$ cat src/rtl/fsg_pkg.sv
package fsg_pkg;

  typedef enum logic [2:0] {
    ST_READY,
    ST_PROG,
    ST_SEWAIT,
    ST_ERASE,
    ST_FAIL
  } op_st_e;

  typedef enum logic [1:0] {
    CMD_NONE,
    CMD_PROG,
    CMD_CHIP,
    CMD_SECT
  } cmd_e;

  typedef enum logic [2:0] {
    SQ_IDLE,
    SQ_U1,
    SQ_U2,
    SQ_PSET,
    SQ_E1,
    SQ_E2,
    SQ_E3
  } seq_e;

  localparam logic [7:0] K_UNLK1   = 8'hAA;
  localparam logic [7:0] K_UNLK2   = 8'h55;
  localparam logic [7:0] K_PROG    = 8'hA0;
  localparam logic [7:0] K_ERSETUP = 8'h80;
  localparam logic [7:0] K_CHIP    = 8'h10;
  localparam logic [7:0] K_SECT    = 8'h30;

  function automatic logic [7:0] init_byte(int i);
    return 8'(i * 29) ^ 8'hC3;
  endfunction

endpackage

$ cat src/rtl/fsg_cmd_decode.sv
module fsg_cmd_decode
  import fsg_pkg::*;
#(
  parameter int ADDR_W = 6,
  parameter logic [ADDR_W-1:0] UNLOCK_A = 6'h2A,
  parameter logic [ADDR_W-1:0] UNLOCK_B = 6'h15
) (
  input  logic              clk,
  input  logic              rst_n,
  input  logic              en,
  input  logic              in_window,
  input  logic              wr_stb,
  input  logic [ADDR_W-1:0] wr_addr,
  input  logic [7:0]        wr_data,
  output cmd_e              cmd
);

  seq_e sq, sq_nxt;
  logic at_a, at_b;

  assign at_a = (wr_addr == UNLOCK_A);
  assign at_b = (wr_addr == UNLOCK_B);

  always_comb begin
    cmd    = CMD_NONE;
    sq_nxt = sq;
    if (!en) begin
      sq_nxt = SQ_IDLE;
    end else if (in_window) begin
      sq_nxt = SQ_IDLE;
      if (wr_stb && wr_data == K_SECT) cmd = CMD_SECT;
    end else if (wr_stb) begin
      sq_nxt = SQ_IDLE;
      case (sq)
        SQ_IDLE: if (at_a && wr_data == K_UNLK1) sq_nxt = SQ_U1;
        SQ_U1:   if (at_b && wr_data == K_UNLK2) sq_nxt = SQ_U2;
        SQ_U2: begin
          if (at_a && wr_data == K_PROG) sq_nxt = SQ_PSET;
          else if (at_a && wr_data == K_ERSETUP) sq_nxt = SQ_E1;
        end
        SQ_PSET: cmd = CMD_PROG;
        SQ_E1:   if (at_a && wr_data == K_UNLK1) sq_nxt = SQ_E2;
        SQ_E2:   if (at_b && wr_data == K_UNLK2) sq_nxt = SQ_E3;
        SQ_E3: begin
          if (at_a && wr_data == K_CHIP) cmd = CMD_CHIP;
          else if (wr_data == K_SECT) cmd = CMD_SECT;
        end
        default: sq_nxt = SQ_IDLE;
      endcase
    end
  end

  always_ff @(posedge clk or negedge rst_n) begin
    if (!rst_n) sq <= SQ_IDLE;
    else        sq <= sq_nxt;
  end

endmodule

$ cat src/rtl/fsg_timer.sv
module fsg_timer #(
  parameter int CNT_W = 12
) (
  input  logic             clk,
  input  logic             rst_n,
  input  logic             load,
  input  logic [CNT_W-1:0] load_val,
  output logic             expire
);

  logic [CNT_W-1:0] cnt;
  logic             run;

  assign expire = run && (cnt == '0);

  always_ff @(posedge clk or negedge rst_n) begin
    if (!rst_n) begin
      cnt <= '0;
      run <= 1'b0;
    end else if (load) begin
      cnt <= load_val;
      run <= 1'b1;
    end else if (expire) begin
      run <= 1'b0;
    end else if (run) begin
      cnt <= cnt - 1'b1;
    end
  end

  // a running count steps down by one each cycle
  p_cnt_dec_r2: assert property (@(posedge clk) disable iff (!rst_n)
    (run && !load && cnt != '0) |=> (cnt == $past(cnt) - 1'b1));

endmodule

$ cat src/rtl/fsg_status.sv
module fsg_status
  import fsg_pkg::*;
(
  input  logic       clk,
  input  logic       rst_n,
  input  logic       rd_start,
  input  logic       rd_act,
  input  op_st_e     st,
  input  logic       pd7,
  input  logic [7:0] arr_q,
  output logic [7:0] rdata
);

  logic tog;
  logic busy;

  assign busy = (st != ST_READY);

  always_ff @(posedge clk or negedge rst_n) begin
    if (!rst_n)        tog <= 1'b0;
    else if (!busy)    tog <= 1'b0;
    else if (rd_start) tog <= ~tog;
  end

  always_comb begin
    rdata = '0;
    if (rd_act) begin
      case (st)
        ST_READY:            rdata = arr_q;
        ST_PROG:             rdata = {~pd7, tog, 6'b0};
        ST_FAIL:             rdata = {~pd7, tog, 1'b1, 5'b0};
        ST_SEWAIT, ST_ERASE: rdata = {1'b0, tog, 6'b0};
        default:             rdata = arr_q;
      endcase
    end
  end

  // each new read access during busy flips the toggle bit
  p_tog_flip_r5: assert property (@(posedge clk) disable iff (!rst_n)
    (busy && rd_start) |=> (tog != $past(tog)));

endmodule

$ cat src/rtl/flash_status_gen.sv
module flash_status_gen
  import fsg_pkg::*;
#(
  parameter int ADDR_W = 6,
  parameter int SECT_W = 2,
  parameter logic [(1<<SECT_W)-1:0] PROT_MASK = 4'b1000,
  parameter logic [ADDR_W-1:0] UNLOCK_A = 6'h2A,
  parameter logic [ADDR_W-1:0] UNLOCK_B = 6'h15,
  parameter int CLK_MHZ = 8,
  parameter int PROG_US = 5,
  parameter int ERASE_US = 25,
  parameter int SE_TMO_US = 2,
  parameter int PROT_PROG_US = 1,
  parameter int PROT_ERASE_US = 400
) (
  input  logic              clk,
  input  logic              rst_n,
  input  logic              ce_n,
  input  logic              oe_n,
  input  logic              we_n,
  input  logic [ADDR_W-1:0] addr,
  input  logic [7:0]        wdata,
  output logic [7:0]        rdata
);

  localparam int DEPTH  = 1 << ADDR_W;
  localparam int SECT_N = 1 << SECT_W;
  localparam int WORD_W = ADDR_W - SECT_W;
  localparam int PG_CYC = PROG_US * CLK_MHZ;
  localparam int ER_CYC = ERASE_US * CLK_MHZ;
  localparam int SE_CYC = SE_TMO_US * CLK_MHZ;
  localparam int PP_CYC = PROT_PROG_US * CLK_MHZ;
  localparam int PE_CYC = PROT_ERASE_US * CLK_MHZ;
  localparam int CNT_W  = $clog2(PG_CYC + ER_CYC + SE_CYC + PP_CYC + PE_CYC + 1);

  op_st_e st;
  cmd_e   cmd;
  logic   we_q, rd_q, wr_stb, rd_raw, rd_start;
  logic [ADDR_W-1:0] addr_q, op_addr;
  logic [7:0]        op_data;
  logic [7:0]        mem [DEPTH];
  logic [SECT_N-1:0] sel, clr, addr_hot;
  logic [SECT_W-1:0] addr_sect, op_sect;
  logic              prot_only, prog_bad, prog_commit, erase_done;
  logic              t_load, t_expire;
  logic [CNT_W-1:0]  t_val;
  logic              word_clr [DEPTH];

  assign rd_raw    = !ce_n && !oe_n;
  assign rd_start  = rd_raw && !rd_q;
  assign wr_stb    = we_n && !we_q && !ce_n;
  assign addr_sect = addr[ADDR_W-1 -: SECT_W];
  assign op_sect   = op_addr[ADDR_W-1 -: SECT_W];
  assign addr_hot  = SECT_N'(1) << addr_sect;
  assign clr       = sel & ~PROT_MASK;

  always_ff @(posedge clk or negedge rst_n) begin
    if (!rst_n) begin
      we_q   <= 1'b1;
      rd_q   <= 1'b0;
      addr_q <= '0;
    end else begin
      we_q   <= we_n;
      rd_q   <= rd_raw;
      addr_q <= addr;
    end
  end

  fsg_cmd_decode #(
    .ADDR_W  (ADDR_W),
    .UNLOCK_A(UNLOCK_A),
    .UNLOCK_B(UNLOCK_B)
  ) u_dec (
    .clk      (clk),
    .rst_n    (rst_n),
    .en       (st == ST_READY || st == ST_SEWAIT),
    .in_window(st == ST_SEWAIT),
    .wr_stb   (wr_stb),
    .wr_addr  (addr),
    .wr_data  (wdata),
    .cmd      (cmd)
  );

  // timer load selection
  always_comb begin
    t_load = 1'b0;
    t_val  = '0;
    case (st)
      ST_READY: begin
        if (cmd == CMD_PROG) begin
          t_load = 1'b1;
          t_val  = PROT_MASK[addr_sect] ? CNT_W'(PP_CYC - 1) : CNT_W'(PG_CYC - 1);
        end else if (cmd == CMD_CHIP) begin
          t_load = 1'b1;
          t_val  = (|(~PROT_MASK)) ? CNT_W'(ER_CYC - 1) : CNT_W'(PE_CYC - 1);
        end else if (cmd == CMD_SECT) begin
          t_load = 1'b1;
          t_val  = CNT_W'(SE_CYC - 1);
        end
      end
      ST_SEWAIT: begin
        if (cmd == CMD_SECT) begin
          t_load = 1'b1;
          t_val  = CNT_W'(SE_CYC - 1);
        end else if (t_expire) begin
          t_load = 1'b1;
          t_val  = (|clr) ? CNT_W'(ER_CYC - 1) : CNT_W'(PE_CYC - 1);
        end
      end
      default: ;
    endcase
  end

  fsg_timer #(.CNT_W(CNT_W)) u_tmr (
    .clk     (clk),
    .rst_n   (rst_n),
    .load    (t_load),
    .load_val(t_val),
    .expire  (t_expire)
  );

  genvar g;
  generate
    for (g = 0; g < DEPTH; g++) begin : g_wclr
      assign word_clr[g] = clr[SECT_W'(g >> WORD_W)];
    end
  endgenerate

  assign prog_commit = (st == ST_PROG) && t_expire && !prot_only && !prog_bad;
  assign erase_done  = (st == ST_ERASE) && t_expire;

  always_ff @(posedge clk or negedge rst_n) begin
    if (!rst_n) begin
      st        <= ST_READY;
      sel       <= '0;
      op_addr   <= '0;
      op_data   <= '0;
      prot_only <= 1'b0;
      prog_bad  <= 1'b0;
      for (int i = 0; i < DEPTH; i++) mem[i] <= init_byte(i);
    end else begin
      case (st)
        ST_READY: begin
          case (cmd)
            CMD_PROG: begin
              op_addr   <= addr;
              op_data   <= wdata;
              prot_only <= PROT_MASK[addr_sect];
              prog_bad  <= ((mem[addr] & wdata) != wdata);
              st        <= ST_PROG;
            end
            CMD_CHIP: begin
              sel <= '1;
              st  <= ST_ERASE;
            end
            CMD_SECT: begin
              sel <= addr_hot;
              st  <= ST_SEWAIT;
            end
            default: ;
          endcase
        end
        ST_SEWAIT: begin
          if (cmd == CMD_SECT) sel <= sel | addr_hot;
          else if (t_expire)   st  <= ST_ERASE;
        end
        ST_ERASE: begin
          if (erase_done) begin
            for (int i = 0; i < DEPTH; i++)
              if (word_clr[i]) mem[i] <= 8'hFF;
            st <= ST_READY;
          end
        end
        ST_PROG: begin
          if (t_expire) begin
            if (prog_commit) mem[op_addr] <= mem[op_addr] & op_data;
            st <= (!prot_only && prog_bad) ? ST_FAIL : ST_READY;
          end
        end
        ST_FAIL: ;
        default: st <= ST_READY;
      endcase
    end
  end

  fsg_status u_stat (
    .clk     (clk),
    .rst_n   (rst_n),
    .rd_start(rd_start),
    .rd_act  (rd_q),
    .st      (st),
    .pd7     (op_data[7]),
    .arr_q   (mem[addr_q]),
    .rdata   (rdata)
  );

  // the failed state is left only through reset
  p_fail_sticky_r9: assert property (@(posedge clk) disable iff (!rst_n)
    (st == ST_FAIL) |=> (st == ST_FAIL));

  // no word in a protected sector is ever programmed
  p_prot_keep_r6: assert property (@(posedge clk) disable iff (!rst_n)
    prog_commit |-> !PROT_MASK[op_sect]);

  // the decoder issues commands only when the block can accept them
  p_cmd_gate_r11: assert property (@(posedge clk) disable iff (!rst_n)
    (cmd != CMD_NONE) |-> (st == ST_READY || (st == ST_SEWAIT && cmd == CMD_SECT)));

  // reads during an erase carry a zero polling bit
  p_erase_b7_r4: assert property (@(posedge clk) disable iff (!rst_n)
    (rd_q && (st == ST_ERASE || st == ST_SEWAIT)) |-> (rdata[7] == 1'b0));

endmodule

$ cat config.mk
export PLATFORM = sky130hd
export DESIGN_NAME = flash_status_gen
export DESIGN_NICKNAME = d
export VERILOG_FILES = /design/src/rtl/fsg_pkg.sv /design/src/rtl/fsg_cmd_decode.sv /design/src/rtl/fsg_timer.sv /design/src/rtl/fsg_status.sv /design/src/rtl/flash_status_gen.sv
export SDC_FILE = /design/constraint.sdc
export NUM_CORES = 1
export LEC_CHECK = 0
export BUFFER_PORTS_ARGS = -buffer_cell sky130_fd_sc_hd__buf_2
export CAP_MARGIN = 20
export CORE_UTILIZATION = 40
export DETAILED_ROUTE_END_ITERATION = 8
export PLACE_DENSITY_LB_ADDON = 0.08
export RECOVER_POWER = 25
export SYNTH_ARGS = -nofsm -noshare
export SYNTH_HDL_FRONTEND = slang
export SYNTH_SLANG_ARGS = --single-unit
export TNS_END_PERCENT = 30
$ cat constraint.sdc
create_clock -name clk -period 4.7 [get_ports clk]
set_input_delay 0.94 -clock clk [delete_from_list [all_inputs] [get_ports clk]]
set_output_delay 0.94 -clock clk [all_outputs]
set_load 0.02 [all_outputs]
==> summary.txt, run 1 <==
Cells and area
  • Share of cells above drive strength 1: about 45%
  • Area delta synth->final: 13.8%
  • Post-layout nets: 2883

STA
  • Measured slew at the worst slew-check pin: just under 3 ns
  • Max Clock Freq: ~220 MHz
  • Final Cycle Share: a little over nine tenths
  • # setup viols final: 0
  • Setup TNS: 0 ns
  • Endpoints failing hold: 0
  • Worst hold slack: 0.399 ns
  • Relative slew slack: -92.3%
  • RSZ-0062 raised after global routing: false
  • Fin. max-slew vios: 180
  • Clock period minus worst slack: between 4 and 5 ns
  • Clock Skews: around 0.044 ns

Power
  • PwrDens: slightly below 300 nW/µm²
  • Leakage power: approximately 16 nW
  • Max IR drop VDD: roughly 0.00023 V

Setup path
  • CP Launch Type: flop
  • CP max FO: 40
  • Crit path arrival time: 3.69 ns
  • CP Class: flop to primary output
  • Start of the worst register-to-register path: op_addr[1]
  • Required time worst endpoint: 3.76 ns
  • CP Launch Point: addr_q[0]
  • Crit. End Element: primary output

Global routing
  • All-Layer GR Usage: 33.3%
  • First-pass GRT wire length: roughly 210000 µm
  • Number of global-route vias before repair: between 20k and 30k
  • Aggregate global routing overflow: 0
  • Antenna violations before repair: 8
  • Largest net degree at the start of global routing: 98

Clock network
  • Num CTS Buffers: between 70 and 80
  • Clk Latency, worst-skew pair: 0.66 ns
  • CTS tree: done
  • Clk buf depth: 3
  • Clock transition at the registers of the reported paths: roughly 0.060 ns
  • Clock sinks: about 560
  • Clock root buffer: clkbuf_16
  • CTS H-tree depth: 3

Synth
  • Post-synthesis cell area: approximately 35000 µm²
  • Syn avg cell area: ~12 µm²
  • Post-Synthesis Cells: 2824
  • Ys flop type: dfrtp_1
  • Ys Warns: 0
  • Async SR Flop Fraction: 100%
  • Syn Nets: 2844
  • Synth Register Bits: around 560
  • Cell variety after synth: a little over 80
  • Post-synthesis sequential area ratio: roughly two fifths
  • EDFF count, synth: 0

Die
  • Initial Util: around two fifths
  • Die Area: 88100 µm²
  • IO Count: 27
  • Core Region: 85700 µm²
  • Row count: roughly 110
  • Die Width: a little under 300 µm
  • Die span in y: roughly 300 µm

Drt
  • Final WL: roughly 150000 µm
  • DRT iter0 DRCs: between 3k and 4k
  • Vias: between 20k and 30k
  • DR DRC count: 0
  • Antenna-violating nets left: 0
  • Drt pass-1 iters: 8
  • DR vias/cell: between 6 and 7
  • Routed len/inst: 36.2 µm

Run
  • Max Cap Viol: 3

Min path
  • Hold path startpoint: we_n
  • Worst hold path class: input pin to flop

Run status
  • Failing checks: capacitance limit, slew limit
  • Status: complete, but fails checks

Placement
  • Hpwl dp: between 100000 and 150000 µm
  • Port bufs: 26
  • Placer Congestion: approximately 1.0
==> critical path, stage by stage (launching register included) <==
cell and delay (ns):
dfrtp_4 0.47, buf_16 0.29, mux4_2 0.63, mux4_2 0.59
mux2i_2 0.39, a21oi_1 0.22, o211ai_1 0.20, nand2_1 0.08
buf_2 0.16
==> where the power goes <==
part / switching (mW) / leakage [nW] / internal (mW)
sequential: 0.0446 / 6.75 / 4.84
clock: 2.28 / 1.22 / 3.63
combinational: 0.661 / 8.48 / 0.298
==> metrics by stage <==
stage / utilization [%] / setup slack, ns / cells / total power [mW] / area, µm²
5_1_grt: 46.2 / 0.00406 / 4066 / 12.1 / 39600
2_1_floorplan: - / 0.887 / 2824 / 5.40 / 34800
4_1_cts: 46.2 / 0.0109 / 4066 / 11.8 / 39600
3_5_place_dp: 43.2 / 0.292 / 3933 / 5.89 / 37000
3_3_place_gp: 43.2 / 0.323 / 3933 / 5.89 / 37000
6_report: 46.2 / 0.0719 / 4068 / 11.8 / 39600
==> what timing repair did <==
action,4_1_cts,5_1_grt
cloned,1,0
setup buffers,0,0
hold buffers,0,0
resized for setup,10,5
endpoints found under the setup margin,4,5
hold endpoints to repair,0,0
==> cell usage after synthesis, types with 5 or more instances <==
library cell / instances / share of area (%)
xnor2_1: 5 / 0.13
inv_1: 13 / 0.14
dfstp_2: 261 / 20
nor2b_1: 20 / 0.36
nor2_1: 323 / 3.5
nor3_1: 15 / 0.22
a221o_1: 11 / 0.32
mux2_2: 309 / 10
clkbuf_1: 102 / 1.1
buf_6: 18 / 0.58
nand2_1: 79 / 0.85
o2bb2ai_1: 5 / 0.13
a2bb2oi_1: 5 / 0.13
o221ai_1: 5 / 0.13
o22ai_1: 21 / 0.38
buf_1: 27 / 0.29
nand2b_1: 9 / 0.16
o22a_1: 7 / 0.18
mux2i_1: 96 / 2.8
a22o_1: 20 / 0.50
o211ai_1: 9 / 0.19
a21oi_1: 304 / 4.4
or3_1: 9 / 0.16
nor3b_1: 7 / 0.15
a221oi_1: 51 / 1.3
a31oi_1: 13 / 0.23
mux4_2: 317 / 21
nor2_2: 7 / 0.13
mux2_1: 41 / 1.3
a22oi_1: 65 / 1.4
buf_4: 26 / 0.56
dfrtp_1: 298 / 21
o21ai_0: 42 / 0.60
nor4_1: 14 / 0.25
nand4_1: 10 / 0.18
nand3_1: 23 / 0.33
nand2_4: 32 / 1.0
buf_2: 85 / 1.2
a222oi_1: 6 / 0.17
a211oi_1: 8 / 0.17
and3_1: 9 / 0.16
and2_1: 9 / 0.16
==> state kept, by name, indices dropped and copies added, names as in the netlist <==
register,flops
mem,512
u_tmr.cnt,12
op_data,8
addr_q,6
op_addr,6
sel,3
st,3
u_dec.sq,3
prog_bad,1
prot_only,1
rd_q,1
u_stat.tog,1
u_tmr.run,1
we_q,1
==> per-layer routing <==
layer	vias to the layer above	wire length (µm)	track usage (%)
met5	-	25	0
met4	4	9120	18.0
met3	397	14200	8.29
met2	1560	65400	49.8
met1	14420	58600	44.5
li1	11022	-	-
==> final timing paths <==
path                              end  slack [ns]  cells after the start
max reg2reg                  mem[442]        0.20                      8
max in group asynchronous   addr_q[2]        0.61                      2
min reg2reg                op_data[5]        0.52                      1
min in group asynchronous    mem[485]        1.19                      1
max                          rdata[5]        0.07                      8
min                              we_q        0.40                      1
==> logic make-up after synthesis <==
| group | count (synthesis) | share of synthesized area (%) |
|---|---|---|
| xor+xnor | 5 | 0.126 |
| mux | 764 | 34.7 |
| compound gates | 619 | 11.5 |
| buf+inv | 274 | 3.93 |
| simple gates | 602 | 8.64 |
| flops | 559 | 41.2 |
| fa+ha+maj | 1 | 0.0360 |
==> cell usage in the layout, fill, tap and decap left out, types with 51 or more instances in the layout <==
cell type,synthesis,final
a221oi_1,51,51
nand2_1,79,79
mux4_2,317,317
a22oi_1,65,65
a21oi_1,304,304
mux2_2,309,309
mux2i_1,96,94
clkbuf_16,0,75
nor2_1,323,318
dfstp_2,261,261
dfrtp_1,298,292
buf_4,26,161
==> layout make-up <==
class	instances	area, µm²
fill	7731	46100
multi-input combinational	1991	19200
sequential	559	14300
clock buffer	110	2140
timing repair buffer	224	2050
tap	1144	1430
clock inverter	22	354
inverter	16	60.1
antenna	2	5.00
No activity file was read; power rests on OpenSTA's default activity.
==> inputs of run 2 (changes only) <==
- CELL_PAD_IN_SITES_DETAIL_PLACEMENT: not set -> 1
- CELL_PAD_IN_SITES_GLOBAL_PLACEMENT: not set -> 1
==> run 2 against run 1 <==
  * The run ends with capacitance limit, slew limit, setup timing left
  * Routed wire length increased by 4.3%
  * Non-clock buffer count grew 1
  * Utilization is 0.085 points lower
  * Critical endpoint is now rdata[1]
  * Combinational power up 1%
  * Clock skew down 0.020 ns
==> summary.txt, run 2 (synthesized netlist as in run 1, its figures left out) <==
STA
  • # setup viols final: 1
  • Clock period minus worst slack: between 4 and 5 ns
  • Max Clock Freq: ~210 MHz
  • Relative slew slack: -109%
  • Fin. max-slew vios: around 560
  • Worst setup margin: -0.0200 ns
  • RSZ-0062 raised after global routing: true
  • Measured slew at the worst slew-check pin: between 3 and 4 ns
  • Endpoints failing hold: 0
  • Clock Skews: roughly 0.025 ns
  • Final Cycle Share: 100%

Power
  • Leakage power: 16.4 nW
  • PwrDens: slightly below 300 nW/µm²
  • P_sw: around 3 mW
  • Sequential Power Share: between 40% and 50%
  • Share of power burned in combinational logic: under 10%
  • Cell-internal power: 8.79 mW
  • Total Power: ~12 mW
  • Max IR drop VDD: roughly 0.00025 V
  • Switching Share: ~25%
  • Clock power share: around half

Clock network
  • Clock sinks: between 500 and 600
  • Clk buf depth: 3
  • Hold_buf cts: 0
  • Clock transition at the registers of the reported paths: about 0.06 ns
  • Num CTS Buffers: just over 70
  • Clock root buffer: clkbuf_16
  • Clk Latency, worst-skew pair: about 0.64 ns
  • CTS H-tree depth: 3
  • CTS tree: done

Cells and area
  • Most frequent cells in the layout: nor2_1 (320), mux4_2 (317), mux2_2 (309)
  • Register area: ~14000 µm²
  • # fillers: just under 9k
  • Share of cells above drive strength 1: approximately 44%
  • Post-layout nets: ~2.9k
  • Commonest non-fill, non-tap cell in the layout: nor2_1
  • Biggest regs: mem x512, u_tmr.cnt x12, op_data x8
  • Multi-input gate area: ~19000 µm²
  • Area delta synth->final: 13.6%
  • Max FFs per register: around 510
  • Largest register by flop count: mem

Drt
  • Routed len/inst: between 30 and 40 µm
  • Antenna-violating nets left: 0
  • DR DRC count: 0
  • Drt pass-1 iters: 6
  • DR vias/cell: a little under 7
  • Vias: around 28k
  • Final WL: between 150000 and 200000 µm
  • DRT iter0 DRCs: 3187

Min path
  • Worst hold path class: input pin to async pin

Placement
  • Hpwl dp: 108000 µm
  • Placer Congestion: approximately 0.97
  • Port bufs: 26
  • Place WS: about 0.44 ns

Die
  • Die span in y: ~300 µm
  • Core Region: 85700 µm²
  • Row count: roughly 110
  • Die Area: ~90000 µm²
  • Die Width: slightly below 300 µm
  • IO Count: 27
  • Initial Util: 40.6%

Setup path
  • Most used cell, CP: mux4_2
  • Reg2Reg Depth: 9
  • CP Class: flop to primary output
  • Number of buffers and inverters on the critical path: 3
  • Crit path max-delay family: multiplexers
  • CP Launch Type: flop
  • Required time worst endpoint: 3.76 ns
  • Slowest cell on the critical path: mux4_2
  • R2R Setup Slk: 0.35 ns
  • Crit. End Element: primary output
  • Start of the worst register-to-register path: op_addr[0]
  • Crit path arrival time: between 3 and 4 ns
  • Reg2reg end: mem[51]
  • CP max FO: 17
  • Max stage delay on crit path: 0.61 ns
  • Crit path cell chain: buf_12, bufbuf_16, mux4_2, mux4_2, mux4_2, and3_1, buf_2

Global routing
  • All-Layer GR Usage: roughly a third
  • First-pass GRT wire length: approximately 220000 µm
  • Aggregate global routing overflow: 0
  • Number of global-route vias before repair: 28.3k
  • Largest net degree at the start of global routing: around 120
  • Antenna violations before repair: 8

Run status
  • Status: complete, but fails checks
  • Failing checks: capacitance limit, slew limit, setup timing

Run
  • Max Cap Viol: 9
-- run 2: worst max-delay path by stage --
stage | from | to | slack (ns) | cells past startpoint
5_1_grt | addr_q[0] | rdata[7] | -0.07 | 11
4_1_cts | addr_q[0] | rdata[2] | 0.02 | 7
3_5_place_dp | addr[0] | prog_bad | 0.44 | 10
3_3_place_gp | addr[0] | prog_bad | 0.52 | 10
6_report | addr_q[0] | rdata[1] | -0.02 | 7
2_1_floorplan | addr_q[0] | rdata[6] | 0.89 | 7
-- run 2: worst reg2reg max path, cell delays in order, from the launching register on --
cell      delay [ns]
dfrtp_4         0.78
buf_12          0.35
nor2b_2         0.80
buf_12          0.29
a221oi_1        0.12
o22a_1          0.28
o22ai_1         0.65
o41a_1          0.32
buf_4           0.38
mux2_2          0.30
-- run 2: through the flow --
stage	cell area (µm²)	cells	TNS [ns]	utilization (%)	hold WS (ns)
detailed placement	36900	3929	0	43.1	0.496
finish	39500	4066	-0.0200	46.1	0.261
floorplan	34800	2824	0	-	0.472
global route	39500	4062	-0.260	46.1	0.302
global placement	36900	3927	0	43.1	0.496
CTS	39600	4062	0	46.2	0.306
-- run 2: cell type report --
cell class	count	area share [%]
antenna	4	0.0253
inverter	16	0.152
multi-input combinational	1991	48.5
sequential	559	36.3
timing repair buffer	225	5.10
clock buffer	103	5.24
clock inverter	24	1.03
tap	1144	3.62
-- run 2: power groups by stage --
stage | Sequential (mW) | Clock (mW) | Combinational [mW]
2_1_floorplan | 4.93 | 0 | 0.474
3_3_place_gp | 4.96 | 0 | 0.927
3_5_place_dp | 4.96 | 0 | 0.936
4_1_cts | 4.89 | 6.02 | 0.957
5_1_grt | 4.89 | 6.18 | 0.995
6_report | 4.89 | 5.93 | 0.972
-- run 2: metal layers --
layer | track usage (%) | wire (µm)
met1 | 47.0 | 61600
met2 | 53.1 | 69700
met3 | 9.08 | 14700
met4 | 15.3 | 7640
met5 | 0 | 36
-- run 2: timing repair --
| item | in CTS | in global routing |
|---|---|---|
| cloned | 2 | 0 |
| resized for setup | 4 | 2 |
| endpoints found under the hold margin | 0 | 0 |
| setup endpoints to repair | 3 | 7 |
| buffers inserted | 4 | 0 |
